[config.mk]
export PLATFORM = sky130hd
export DESIGN_NAME = sync_discard_filter
export DESIGN_NICKNAME = d
export VERILOG_FILES = /design/src/rtl/sdf_pkg.sv /design/src/rtl/sdf_classify.sv /design/src/rtl/sdf_hold_stage.sv /design/src/rtl/sdf_verdict.sv /design/src/rtl/sync_discard_filter.sv
export SDC_FILE = /design/constraint.sdc
export NUM_CORES = 1
export LEC_CHECK = 0
export ABC_AREA = 1
export BUFFER_PORTS_ARGS = -buffer_cell sky130_fd_sc_hd__buf_2
export CAP_MARGIN = 20
export CORE_MARGIN = 3
export CORE_UTILIZATION = 40
export DETAILED_ROUTE_END_ITERATION = 8
export PLACE_DENSITY_LB_ADDON = 0.05
export SLEW_MARGIN = 20
export SYNTH_ARGS = -nofsm -noshare
export SYNTH_HDL_FRONTEND = slang
export SYNTH_SLANG_ARGS = --single-unit
[constraint.sdc]
create_clock -name clk -period 1.31 [get_ports clk]
set_input_delay 0.262 -clock clk [delete_from_list [all_inputs] [get_ports clk]]
set_output_delay 0.262 -clock clk [all_outputs]
set_load 0.05 [all_outputs]
[src/rtl/sdf_pkg.sv]
// Shared types for the sync-character discard filter.
// Assumes a 2-bit policy select. The value 3 is reserved.
package sdf_pkg;

    typedef enum logic [1:0] {
        POL_KEEP_ALL   = 2'd0,
        POL_LAST_SYNC  = 2'd1,
        POL_STRIP_FILL = 2'd2,
        POL_RESERVED   = 2'd3
    } policy_e;

    // Settings and class flags that travel with a held character
    typedef struct packed {
        logic    byp;
        policy_e pol;
        logic    is_sync;
        logic    is_idle;
    } hold_tag_t;

endpackage

[src/rtl/sdf_classify.sv]
// Character classifier: flags JK/LM sync characters and the idle character.
// Assumes the top bit of a character is the special tag and the rest is the code.
module sdf_classify #(
    parameter int                 CHAR_W    = 14,
    parameter logic [CHAR_W-2:0]  JK_CODE   = 13'h0A1,
    parameter logic [CHAR_W-2:0]  LM_CODE   = 13'h0B2,
    parameter logic [CHAR_W-2:0]  IDLE_CODE = 13'h0C5
) (
    input  logic [CHAR_W-1:0] ch,
    output logic              is_sync,
    output logic              is_idle
);
    localparam int CODE_W = CHAR_W - 1;

    logic              special;
    logic [CODE_W-1:0] code;

    // Split the tag from the code and compare only special characters
    always_comb begin
        special = ch[CHAR_W-1];
        code    = ch[CODE_W-1:0];
        is_sync = special && ((code == JK_CODE) || (code == LM_CODE));
        is_idle = special && (code == IDLE_CODE);
    end

endmodule

[src/rtl/sdf_hold_stage.sv]
// One-character lookahead stage: keeps the last accepted character with its
// policy, mode and class flags until the next character arrives.
// Assumes load is asserted exactly on accepted characters.
module sdf_hold_stage #(
    parameter int CHAR_W = 14
) (
    input  logic                     clk,
    input  logic                     rst_n,
    input  logic                     load,
    input  logic [CHAR_W-1:0]        in_ch,
    input  sdf_pkg::hold_tag_t       in_tag,
    output logic                     hold_vld,
    output logic [CHAR_W-1:0]        hold_ch,
    output sdf_pkg::hold_tag_t       hold_tag
);

    // Capture a new character, or flush the stage on reset
    always_ff @(posedge clk) begin
        if (!rst_n) begin
            hold_vld <= 1'b0;
            hold_ch  <= '0;
            hold_tag <= '0;
        end else if (load) begin
            hold_vld <= 1'b1;
            hold_ch  <= in_ch;
            hold_tag <= in_tag;
        end
    end

endmodule

[src/rtl/sdf_verdict.sv]
// Discard decision for the held character, given the class of the character
// that follows it. Assumes the reserved policy value behaves as keep-all.
module sdf_verdict (
    input  sdf_pkg::hold_tag_t held,
    input  logic               next_sync,
    output logic               drop_fifo,
    output logic               drop_flag
);
    import sdf_pkg::*;

    policy_e eff_pol;
    logic    run_inner;

    // Fold the reserved policy into keep-all
    always_comb begin
        eff_pol = (held.pol == POL_RESERVED) ? POL_KEEP_ALL : held.pol;
    end

    // A sync followed by another sync is not the last of its run
    always_comb begin
        run_inner = held.is_sync && next_sync;
    end

    // Per-policy verdicts for buffer mode and for pass-through flagging
    always_comb begin
        drop_fifo = 1'b0;
        drop_flag = 1'b0;
        case (eff_pol)
            POL_LAST_SYNC: begin
                drop_fifo = run_inner;
                drop_flag = run_inner;
            end
            POL_STRIP_FILL: begin
                drop_fifo = run_inner || held.is_idle;
                drop_flag = held.is_sync || held.is_idle;
            end
            default: begin
                drop_fifo = 1'b0;
                drop_flag = 1'b0;
            end
        endcase
    end

endmodule

[src/rtl/sync_discard_filter.sv]
// Sync-character discard filter, top level.
// Each accepted character waits in a one-character stage. When the next one
// arrives, the held character is presented with a buffer write strobe
// (buffer mode) or an empty flag (pass-through mode).
// Assumes a synchronous active-low reset and one character per ch_vld cycle.
module sync_discard_filter #(
    parameter int                 CHAR_W    = 14,
    parameter logic [CHAR_W-2:0]  JK_CODE   = 13'h0A1,
    parameter logic [CHAR_W-2:0]  LM_CODE   = 13'h0B2,
    parameter logic [CHAR_W-2:0]  IDLE_CODE = 13'h0C5
) (
    input  logic              clk,
    input  logic              rst_n,
    input  logic              ch_vld,
    input  logic [CHAR_W-1:0] ch_in,
    input  logic [1:0]        pol_sel,
    input  logic              bypass_en,
    output logic              out_vld,
    output logic [CHAR_W-1:0] out_ch,
    output logic              fifo_wr,
    output logic              out_empty
);
    import sdf_pkg::*;

    logic              in_sync;
    logic              in_idle;
    hold_tag_t         in_tag;
    logic              hold_vld;
    logic [CHAR_W-1:0] hold_ch;
    hold_tag_t         hold_tag;
    logic              drop_fifo;
    logic              drop_flag;
    logic              emit;

    sdf_classify #(
        .CHAR_W   (CHAR_W),
        .JK_CODE  (JK_CODE),
        .LM_CODE  (LM_CODE),
        .IDLE_CODE(IDLE_CODE)
    ) u_classify (
        .ch     (ch_in),
        .is_sync(in_sync),
        .is_idle(in_idle)
    );

    // Bundle the settings that travel with the incoming character
    always_comb begin
        in_tag.byp     = bypass_en;
        in_tag.pol     = policy_e'(pol_sel);
        in_tag.is_sync = in_sync;
        in_tag.is_idle = in_idle;
    end

    sdf_hold_stage #(
        .CHAR_W(CHAR_W)
    ) u_hold (
        .clk     (clk),
        .rst_n   (rst_n),
        .load    (ch_vld),
        .in_ch   (ch_in),
        .in_tag  (in_tag),
        .hold_vld(hold_vld),
        .hold_ch (hold_ch),
        .hold_tag(hold_tag)
    );

    sdf_verdict u_verdict (
        .held     (hold_tag),
        .next_sync(in_sync),
        .drop_fifo(drop_fifo),
        .drop_flag(drop_flag)
    );

    // The held character leaves when a new one arrives
    always_comb begin
        emit = ch_vld && hold_vld;
    end

    // Output register: present the leaving character with its verdict
    always_ff @(posedge clk) begin
        if (!rst_n) begin
            out_vld   <= 1'b0;
            out_ch    <= '0;
            fifo_wr   <= 1'b0;
            out_empty <= 1'b0;
        end else begin
            out_vld   <= emit;
            fifo_wr   <= emit && !hold_tag.byp && !drop_fifo;
            out_empty <= emit && hold_tag.byp && drop_flag;
            if (emit) begin
                out_ch <= hold_ch;
            end
        end
    end

endmodule

Word level (Yosys, flattened, before mapping)
Cells that the tools add are included.

Bits of input ports: 20. Register bits: 37. Output and inout bits: 17.

Muxes and demuxes: 3. Reductions and logical operators: 13. Eq/ne operators: 6.

Operator list (number): == test 13 x 8 -> 1 bit (second input constant) (3); logical AND 1 bit (8); == test 2 bit (second input constant) (2); case mux 1 bit (2 select lines) (2); logical OR 1 bit (3); == test 2 x 1 -> 1 bit (second input constant) (1); zero test 1 bit (2); two-way mux 2 bit (1).

Longest topological paths before layout
Depth after elaboration: 8. Mapped depth: 7.

Cells and area by module
From an unflattened synthesis, not the netlist that was laid out.

Cell total of the unflattened synthesis: 260. Area, all modules: 1664.1 sq um.

By module, submodules not included: sdf_hold_stage (cells an instance 122, seq. area each 400.4 sq um, times used 1, area each 803.3 sq um); sync_discard_filter (cells an instance 97, seq. area each 340.3 sq um, times used 1, area each 666.9 sq um); sdf_classify (cells an instance 25, seq. area each 0.0 sq um, times used 1, area each 112.6 sq um); sdf_verdict (cells an instance 16, seq. area each 0.0 sq um, times used 1, area each 81.3 sq um).

Worst setup path before layout
OpenSTA, ideal clock, no wires.

Path type: flip-flop to flip-flop. Start point: reg, netlist name u_hold.hold_tag[2]. End point: reg out_empty. Arrival time: 0.938 ns. Cell stages (with the launch flop): 6. Buffers on the path: 0. Clock period less this slack: 1.004 ns. Path slack: 0.306 ns. Cell sequence: dfxtp_1 inv_1 ha_1 nor2_1 o211ai_1 a21oi_2.

Longest elaborated chain between the ends: 5. Elaborated cells on any way between the ends: 6.

Ends and longest elaborated chain: == test 2 bit (line sdf_verdict.sv:16) `eff_pol = (held.pol == POL_RESERVED) ? POL_KEEP_ALL : held.pol;`; two-way mux 2 bit (*) (line sdf_verdict.sv:16); == test 2 bit / == test 2 x 1 -> 1 bit (equally long branches) (line sdf_verdict.sv:28) `case (eff_pol)`; case mux 1 bit (2 select lines) (*) (line sdf_verdict.sv:28); logical AND 1 bit (*) (line sync_discard_filter.sv:89) `out_empty <= emit && hold_tag.byp && drop_flag;`; end signal, assigned (line sync_discard_filter.sv:89); end, declared (line sync_discard_filter.sv:21) `output logic out_empty`.

Every way passes the cells marked *; elsewhere a longest branch is shown, timed or not. A chain may end at the register's enable or synchronous reset.

Worst setup path after layout
Start point: reg out_ch[2]. End point: out out_ch[2].

RTL lines: start, declared (line sync_discard_filter.sv:19) `output logic [CHAR_W-1:0] out_ch,`; start signal, assigned (line sync_discard_filter.sv:91) `out_ch <= hold_ch;`.

No word-level cell between the ends.

==> out/metrics.yaml <==
sta:
  worst_pin_slew_ps: 377
  setup-violations-final: 0
  fin_setup_tns_ps: 0
  slew_headroom: 0.748
  fin_crit_sh: 0.914
  finalClockSkew_ps: 12.8
  hold_slack_ps: 172
  rsz0062_at_grt: "false"
  fin_crit_ps: 1200
  maxSlewViolCount: 0
  achievable-frequency_ghz: 0.835
  hold_viol_final: 0
worst_setup_path:
  r2r_cells: 5
  cp-end-kind: "primary output"
  path_max_fanout: 2
  crit_chain: "buf_2"
  worst_path_max_delay_cell: "dfxtp_1"
  slowest_delay_ps: 340
  crit_cells: 1
  critical_path_arrival_ps: 940
  critPathLaunchType: "flip-flop"
  cp_num_buf_inv: 1
  cp_top_family: "flip-flops"
  crit_type: "reg -> out"
  required_ps: 1050
clocking:
  root_buffer: "clkbuf_4"
  cts_num_sinks: 37
  cts_hold_buf: 0
  cts_resized: 0
  cts_made_buffers: 5
  cts_setup_buffers: 0
  htree_levels: 2
  cts_tree: "yes"
  clockBufferDepth: 2
  clkTransAtPathRegs_ps: 100
  clock_latency_ps: 340
final_layout:
  antenna_cells: 0
  nets: 243
  fillers: 350
  area_delta_synth_final_pct: 19.5
  layout-drive-gt1-share: 0.243
floorplanning:
  core_area_um2: 3390
  die-area_um2: 4340
  rows: 21
  fp.dieW_um: 65.9
  ioPinCount: 37
  start_util: 0.423
  die_h_um: 65.9
job:
  maxCapViolCount: 0
synthesis:
  syn-num-nets: 206
  synth_seq_cells: 37
  postSynth.asyncResetShare: 0
  syn_area_per_cell_um2: 7.80
  ys_seq_area_frac: 0.516
  synth_cell_types: 21
  yosysWarnings: 0
  syn-cell-area_um2: 1440
  synth-edff-count: 0
  ys.flop_type: "dfxtp_1"
  synthCells: 184
route:
  dr.pass1.iters: 4
  antenna_left: 0
  drt_iter0_markers: 20
  finalWirelength_um: 2940
  wire_per_inst_um: 11.0
  vias: 1271
  drc: 0
  vias_per_cell: 4.74
power:
  power.density_nw_per_um2: 1300
  peakVddDrop_mv: 0.656
  p_leak_nw: 0.798
placement:
  io_buffers: 36
  hpwlAfterDp_um: 2200
  place_congestion: 0.799
global_routing:
  grtUsageTotal: 0.154
  grt_max_degree: 32
  antenna_found_initial: 0
  grt_overflow: 0
  grt_pass1_wl_um: 5080
  first_global_vias: 1204
run_status:
  status: "complete, no violations"
min_path:
  hp-class: "in -> reg"
  hold_depth: 3
==> per-layer routing <==
metal | global-route usage | share of wire | up-vias
li1 | - | - | 666
met1 | 0.173 | 0.46 | 574
met2 | 0.265 | 0.48 | 26
met3 | 0.0425 | 0.046 | 5
met4 | 0.0777 | 0.016 | 0
met5 | 0 | 0 | -
==> flip-flops by register name (all words and copies together) (netlist names) <==
register         flops
out_vld              1
out_ch              14
u_hold.hold_ch      14
u_hold.hold_tag      5
out_empty            1
u_hold.hold_vld      1
fifo_wr              1
==> tightest hold or removal path: stages <==
cell and delay, ps:
buf_2 90, nor2_1 40, nor2_1 80
==> cell usage in the layout, fill, tap and decap left out, drive strengths merged <==
master  instances
clkinv          1
a21oi          17
dfxtp          37
clkbuf          7
o211ai          1
nand2          11
nand3           5
ha              2
o21ai          31
nor2           50
inv            18
nand4           2
buf            39
nor4            1
==> power by group <==
part | switching (mW) | leakage, nW | internal [mW]
Clock | 0.367 | 0.0413 | 0.311
Combinational | 0.238 | 0.451 | 0.0995
Sequential | 0.0299 | 0.305 | 1.19
==> logic make-up (layout without fill, tap and decap cells) <==
| group | count (synthesis) | after routing | synth area share |
|---|---|---|---|
| simple gates | 69 | 69 | 0.207 |
| buf+inv | 27 | 65 | 0.0819 |
| compound gates | 49 | 49 | 0.178 |
| fa+ha+maj | 2 | 2 | 0.0174 |
| flops | 37 | 37 | 0.516 |
==> Yosys cell counts, types with 2 or more instances <==
library cell / number / area share
nor2_1: 49 / 0.13
clkbuf_1: 3 / 0.0078
o21ai_0: 30 / 0.10
nand3_1: 5 / 0.017
a21oi_1: 15 / 0.052
nand4_1: 2 / 0.0087
ha_1: 2 / 0.017
dfxtp_1: 37 / 0.52
nand2_1: 9 / 0.024
buf_2: 3 / 0.010
nand2_4: 2 / 0.016
inv_1: 17 / 0.044
a21oi_2: 2 / 0.012
==> path summary, 6_finish.rpt <==
check / from / to / slack (ps)
max: out_ch[2] / out_ch[2] / 110
min: ch_in[10] / u_hold.hold_ch[10] / 170
max reg2reg: u_hold.hold_tag[2] / out_empty / 180
min reg2reg: u_hold.hold_ch[6] / u_hold.hold_ch[6] / 480
==> final cells by class <==
| cell class | instances | area (µm²) | area share |
|---|---|---|---|
| clock inverters | 1 | 5.00 | 0.00292 |
| flip-flops and latches | 37 | 741 | 0.432 |
| multi-input cells | 120 | 577 | 0.336 |
| inverters | 18 | 67.6 | 0.0394 |
| clock buffers | 7 | 65.1 | 0.0379 |
| repair buffers | 39 | 203 | 0.118 |
| well taps | 46 | 57.6 | 0.0336 |
==> metrics by stage <==
stage	area (µm²)	util	setup WS [ps]	cells	power, mW
2_1_floorplan	1440	-	306	184	1.49
3_3_place_gp	1650	0.485	125	260	1.58
3_5_place_dp	1650	0.485	125	260	1.59
4_1_cts	1720	0.506	82.3	268	2.26
5_1_grt	1720	0.506	48.8	268	2.36
6_report	1720	0.506	112	268	2.24
No activity file was read; power rests on OpenSTA's default activity.
